--- src/rtl/shbm_pkg.sv ---
package shbm_pkg;

    typedef enum logic [1:0] {
        ST_UNLOCKED = 2'd0,
        ST_TRIPPED  = 2'd1,
        ST_CLEAN    = 2'd2
    } mon_state_t;

    // A sync header with equal bits can never be legal.
    function automatic logic hdr_is_bad(input logic [1:0] hdr);
        return hdr[1] == hdr[0];
    endfunction

endpackage

--- src/rtl/shbm_window_timer.sv ---
module shbm_window_timer #(
    parameter int unsigned WIN_CYCLES = 19531
) (
    input  logic clk,
    input  logic rst_n,
    input  logic run,
    output logic win_end
);
    localparam int unsigned TW = (WIN_CYCLES > 2) ? $clog2(WIN_CYCLES) : 1;
    localparam logic [TW-1:0] LAST = TW'(WIN_CYCLES - 1);

    logic [TW-1:0] tick_q;

    assign win_end = run && (tick_q == LAST);

    always_ff @(posedge clk or negedge rst_n) begin
        if (!rst_n) begin
            tick_q <= '0;
        end else if (!run || win_end) begin
            tick_q <= '0;
        end else begin
            tick_q <= tick_q + 1'b1;
        end
    end

    assert_timer_in_range_R4: assert property (@(posedge clk) disable iff (!rst_n)
        tick_q <= LAST);

    assert_timer_held_R7: assert property (@(posedge clk) disable iff (!rst_n)
        !run |=> tick_q == '0);

endmodule

--- src/rtl/shbm_err_counter.sv ---
module shbm_err_counter #(
    parameter int unsigned THRESHOLD = 16
) (
    input  logic clk,
    input  logic rst_n,
    input  logic run,
    input  logic win_end,
    input  logic err_now,
    output logic [$clog2(THRESHOLD+1)-1:0] tally_incl
);
    localparam int unsigned CW = $clog2(THRESHOLD + 1);
    localparam logic [CW-1:0] CAP = CW'(THRESHOLD);

    logic [CW-1:0] tally_q;

    // Running tally including the block sampled this cycle, held at the cap.
    always_comb begin
        if (err_now && (tally_q < CAP)) begin
            tally_incl = tally_q + 1'b1;
        end else begin
            tally_incl = tally_q;
        end
    end

    always_ff @(posedge clk or negedge rst_n) begin
        if (!rst_n) begin
            tally_q <= '0;
        end else if (!run || win_end) begin
            tally_q <= '0;
        end else begin
            tally_q <= tally_incl;
        end
    end

    assert_tally_saturates_R8: assert property (@(posedge clk) disable iff (!rst_n)
        tally_q <= CAP);

    assert_tally_cleared_R4: assert property (@(posedge clk) disable iff (!rst_n)
        (run && win_end) |=> tally_q == '0);

endmodule

--- src/rtl/sync_hdr_ber_monitor.sv ---
module sync_hdr_ber_monitor
    import shbm_pkg::*;
#(
    parameter int unsigned WIN_CYCLES = 19531,
    parameter int unsigned THRESHOLD  = 16
) (
    input  logic       clk,
    input  logic       rst_n,
    input  logic       blk_valid,
    input  logic [1:0] blk_hdr,
    input  logic       blk_lock,
    output logic       hi_ber
);
    localparam int unsigned CW = $clog2(THRESHOLD + 1);
    localparam logic [CW-1:0] LIMIT = CW'(THRESHOLD);

    mon_state_t state_q, state_d;
    logic          run;
    logic          win_end;
    logic          err_now;
    logic [CW-1:0] tally_incl;

    assign run     = blk_lock && (state_q != ST_UNLOCKED);
    assign err_now = blk_valid && hdr_is_bad(blk_hdr);

    shbm_window_timer #(.WIN_CYCLES(WIN_CYCLES)) u_timer (
        .clk     (clk),
        .rst_n   (rst_n),
        .run     (run),
        .win_end (win_end)
    );

    shbm_err_counter #(.THRESHOLD(THRESHOLD)) u_count (
        .clk        (clk),
        .rst_n      (rst_n),
        .run        (run),
        .win_end    (win_end),
        .err_now    (err_now),
        .tally_incl (tally_incl)
    );

    always_comb begin
        state_d = state_q;
        unique case (state_q)
            ST_UNLOCKED: if (blk_lock) state_d = ST_TRIPPED;
            ST_TRIPPED: begin
                if (!blk_lock)                           state_d = ST_UNLOCKED;
                else if (win_end && tally_incl < LIMIT)  state_d = ST_CLEAN;
            end
            ST_CLEAN: begin
                if (!blk_lock)                state_d = ST_UNLOCKED;
                else if (tally_incl >= LIMIT) state_d = ST_TRIPPED;
            end
            default: state_d = ST_UNLOCKED;
        endcase
    end

    always_ff @(posedge clk or negedge rst_n) begin
        if (!rst_n) state_q <= ST_UNLOCKED;
        else        state_q <= state_d;
    end

    always_comb begin
        hi_ber = (state_q != ST_CLEAN);
    end

    assert_lock_loss_flags_R7: assert property (@(posedge clk) disable iff (!rst_n)
        !blk_lock |=> hi_ber);

    assert_clear_only_at_window_end_R6: assert property (@(posedge clk) disable iff (!rst_n)
        $fell(hi_ber) |-> $past(win_end));

    assert_trip_on_threshold_R3: assert property (@(posedge clk) disable iff (!rst_n)
        (state_q == ST_CLEAN && blk_lock && tally_incl >= LIMIT) |=> hi_ber);

    assert_window_verdict_R5: assert property (@(posedge clk) disable iff (!rst_n)
        (blk_lock && win_end && tally_incl < LIMIT) |=> !hi_ber);

endmodule

--- config.mk ---
export PLATFORM = sky130hd
export DESIGN_NAME = sync_hdr_ber_monitor
export DESIGN_NICKNAME = d
export VERILOG_FILES = /design/src/rtl/shbm_pkg.sv /design/src/rtl/shbm_window_timer.sv /design/src/rtl/shbm_err_counter.sv /design/src/rtl/sync_hdr_ber_monitor.sv
export SDC_FILE = /design/constraint.sdc
export NUM_CORES = 1
export LEC_CHECK = 0
export BUFFER_PORTS_ARGS = -buffer_cell sky130_fd_sc_hd__buf_2
export CAP_MARGIN = 0
export CORE_UTILIZATION = 55
export CTS_CLUSTER_DIAMETER = 40
export DETAILED_ROUTE_END_ITERATION = 8
export PLACE_DENSITY_LB_ADDON = 0.08
export SYNTH_ARGS = -nofsm -noshare
export SYNTH_HDL_FRONTEND = slang
export SYNTH_HIERARCHICAL = 1
export SYNTH_SLANG_ARGS = --single-unit
--- constraint.sdc ---
create_clock -name clk -period 4.6 [get_ports clk]
set_clock_uncertainty 0.05 [all_clocks]
set_input_delay 0.46 -clock clk [delete_from_list [all_inputs] [get_ports clk]]
set_output_delay 0.46 -clock clk [all_outputs]
set_load 0.01 [all_outputs]
**After elaboration in Yosys (flattened, before gate mapping)**

Index checks and enable logic that the tools add are counted.

- Add/subtract/negate cells: 2
- Magnitude comparators: 3
- Equality and inequality tests: 8
- Mux-type cells: 9
- Reductions and logical operators: 10

Operators by type and width:

| cell | count |
|---|---|
| $add 15x1->15 const B | 1 |
| $eq 15x15->1 const B | 1 |
| $mux 15 | 1 |
| $lt 5x5->1 const B | 2 |
| $mux 2 | 5 |
| $mux 5 | 2 |
| $ne 3x3->1 const B | 2 |
| $pmux 2 s3 | 1 |
| $add 5x1->5 const B | 1 |
| $ge 5x5->1 const B | 1 |
| $logic_and 1x1->1 | 5 |
| $ne 2x2->1 const B | 2 |
| $reduce_and 3->1 | 1 |
| $eq 2x1->1 const B | 1 |
| $eq 2x2->1 const B | 1 |
| $logic_not 2->1 | 1 |
| $reduce_bool 2->1 | 1 |
| $eq 1x1->1 | 1 |
| $logic_not 1->1 | 1 |
| $logic_or 1x1->1 | 1 |

- Register bits after elaboration: 22
- Input bits: 6
- Output and inout bits: 1
- Logic and storage cells: 35

**Depth between registers and ports, before layout**

- Depth in word-level cells: 9
- Gate-level depth with buffers: 8
- Mapped depth without buffers: 8

**Cells and area by module**

The synthesis kept the hierarchy.

Modules (own cells, without submodules):

| module | times used | cells an instance | area an instance (um2) | sequential area each (um2) |
|---|---|---|---|---|
| shbm_window_timer | 1 | 77 | 757.0 | 375.4 |
| shbm_err_counter | 1 | 22 | 256.5 | 125.1 |
| sync_hdr_ber_monitor | 1 | 14 | 121.4 | 50.0 |

**Least setup slack after synthesis**

No wires, ideal clock.

- Path type: flip-flop to flip-flop
- From: reg u_timer.tick_q[0]
- To: reg u_count.tally_q[0]
- Library setup time: 0.119 ns
- Arrival time: 1.868 ns
- Required time: 4.431 ns
- Slack: 2.563 ns
- Cell stages (with the launch flop): 8
- Path buffers: 0
- Period minus slack after synthesis: 2.037 ns
- Path through: dfrtp_1 > inv_1 > ha_1 > or4bb_1 > or4_4 > nor2_1 > nor2b_1 > and2_1

- Longest elaborated chain between the ends: 4

Ends and longest elaborated chain:

| what | line | source |
|---|---|---|
| from (decl) | shbm_window_timer.sv:12 | `logic [TW-1:0] tick_q;` |
| from (signal assigned) | shbm_window_timer.sv:22 | `tick_q <= tick_q + 1'b1;` |
| $eq 15x15->1 | shbm_window_timer.sv:14 | `assign win_end = run && (tick_q == LAST);` |
| $logic_and 1x1->1 | shbm_window_timer.sv:14 |  |
| named net win_end | sync_hdr_ber_monitor.sv:19 | `logic win_end;` |
| $logic_or 1x1->1 | shbm_err_counter.sv:28 | `end else if (!run \|\| win_end) begin` |
| $mux 5 | shbm_err_counter.sv:28 |  |
| to (signal assigned) | shbm_err_counter.sv:31 | `tally_q <= tally_incl;` |
| to (decl) | shbm_err_counter.sv:14 | `logic [CW-1:0] tally_q;` |

The timed path passes the listed nets, and every way through them passes these cells.
A chain may end at the register's enable or synchronous reset.

**Worst setup path after layout**

- From: reg u_timer.tick_q[0]
- To: reg u_count.tally_q[1]

The elaborated chain is that of the path after synthesis.

==> key figures <==
Finish
  • Nets: 131
  • Most frequent cells in the layout: dfrtp_1 (22), nor2_1 (19), xnor2_1 (14)
  • Proportion of layout cells with a drive suffix above 1: 0.124
  • Utilization after layout: 0.628
  • Layout area overhead: 7.85%
  • ANT cells: 0
  • Commonest non-fill, non-tap cell in the layout: dfrtp_1

Power
  • Peak supply drop: 0.000192 V
  • Leakage: 0.489 nW
  • Pwr dens: 263 mW/mm2

Worst hold path
  • Tightest Hold Check Type: in2async

Global route
  • First-pass GRT wire length: 3.03 mm
  • Initial antenna violation count: 0
  • Largest net degree at the start of global routing: 23
  • Via count of the first global-routing pass: 719
  • GR Overflow Total: 0
  • GRT Total Usage: 0.204

Timing
  • Slew @ Worst Pin: 483 ps
  • Final setup viols: 0
  • WHS: 38.4 ps
  • Fin. max-slew vios: 0
  • RSZ-0062 raised after global routing: no
  • Final Hold Fails: 0
  • Final Cycle Share: 0.468
  • Minimum clock period: 2150 ps
  • Worst slew margin relative to its limit: 0.678
  • Fmax: 464 MHz
  • Setup TNS: 0 ps

Place
  • Buffers added on ports: 6
  • Placer Congestion: 0.839
  • Final HPWL DP: 1.32 mm

Drt
  • Post-route antenna net violation count: 0
  • Wire per inst: 12.4 um
  • DRC viols: 0
  • DR vias: 789
  • First-pass iteration count of the detailed router: 4
  • Vias/cell: 5.33
  • Final WL: 1.83 mm
  • Detailed Route Iter0 Violations: 17

Critical path
  • Critical Path Fanout Max: 5
  • WP data required: 4760 ps
  • Critical Path End Type: flop
  • Crit path kind: reg2reg
  • CP Launch Type: flop
  • Arr. time, crit path: 2320 ps

Clock network
  • CTS clock-pin slew for the worst setup and hold paths: 120 ps
  • Worst-Skew Late Latency: 310 ps
  • CTS tree: yes
  • Post-cts sizing count: 0
  • Htree depth: 1
  • TritonCTS Buffers: 3
  • CTS root buf: clkbuf_4
  • Clock sinks: 22
  • CTS Hold Bufs: 0
  • Max Root-Sink Buffers: 2
  • Post-CTS Setup Bufs: 0

Die
  • Starting Density: 0.582
  • Die W: 47.4 um
  • Die ar.: 0.00224 mm2
  • Core area: 0.00194 mm2
  • I/O pins: 7
  • Row cnt: 16
  • Die Y: 47.4 um

Logic synthesis
  • Syn. warnings: 6
  • Syn Nets: 121
  • Syn avg cell area: 10.1 um2
  • Syn Inst Count: 112
  • Mapped Area: 0.00113 mm2

Status
  • Status: complete, no violations

Run
  • Max_cap viols: 0
-- power by group --
part / internal [W] / switching (W)
clock: 0.0000483 / 0.0000583
combinational: 0.00000643 / 0.0000107
sequential: 0.000195 / 0.00000165
total: 0.000250 / 0.0000706
-- area by class of cell --
| class | instances | area [um2] |
|---|---|---|
| fillers | 184 | 722 |
| multi-input cells | 83 | 547 |
| flip-flops and latches | 22 | 551 |
| repair buffers | 6 | 30.0 |
| well taps | 27 | 33.8 |
| clock buffers | 4 | 36.3 |
| inverters | 6 | 22.5 |
-- registers in the layout (all words and copies together) (netlist names) --
register	count
u_count/tally_q	5
u_timer/tick_q	15
state_q	2
-- worst max-delay path, cell delays in order, from the launching register on --
cell     delay (ps)
dfrtp_1         420
inv_1            70
ha_1            130
or4bb_1         390
or4_4           540
nor2_1          170
nor2b_1         110
and2_1          170
-- through the flow --
step	cell area, um2	power (W)	worst slack, ps	std cells
after CTS	1220	0.000325	2420	148
after global placement	1180	0.000218	2490	144
after floorplan	1130	0.000211	2560	112
final	1220	0.000320	2450	148
after global routing	1220	0.000336	2300	148
after detailed placement	1180	0.000218	2440	144
-- metal layers --
| metal | vias up | GRT usage | share of wire |
|---|---|---|---|
| met4 | 0 | 0.120 | 0.021 |
| li1 | 394 | - | - |
| met2 | 17 | 0.332 | 0.50 |
| met1 | 374 | 0.245 | 0.45 |
| met5 | - | 0 | 0 |
| met3 | 4 | 0.0462 | 0.032 |
-- path summary, 6_finish.rpt --
path / slack [ps] / start / endpoint / depth (start not counted)
max: 2450 / u_timer/tick_q[0] / u_count/tally_q[1] / 7
min: 40 / rst_n / u_count/tally_q[3] / 1
max reg2reg: 2450 / u_timer/tick_q[0] / u_count/tally_q[1] / 7
min reg2reg: 450 / u_timer/tick_q[0] / u_timer/tick_q[0] / 1
max in group asynchronous: 4130 / rst_n / u_timer/tick_q[4] / 1
min in group clk: 350 / blk_lock / state_q[1] / 3
Power figures use the tool's default switching activity.
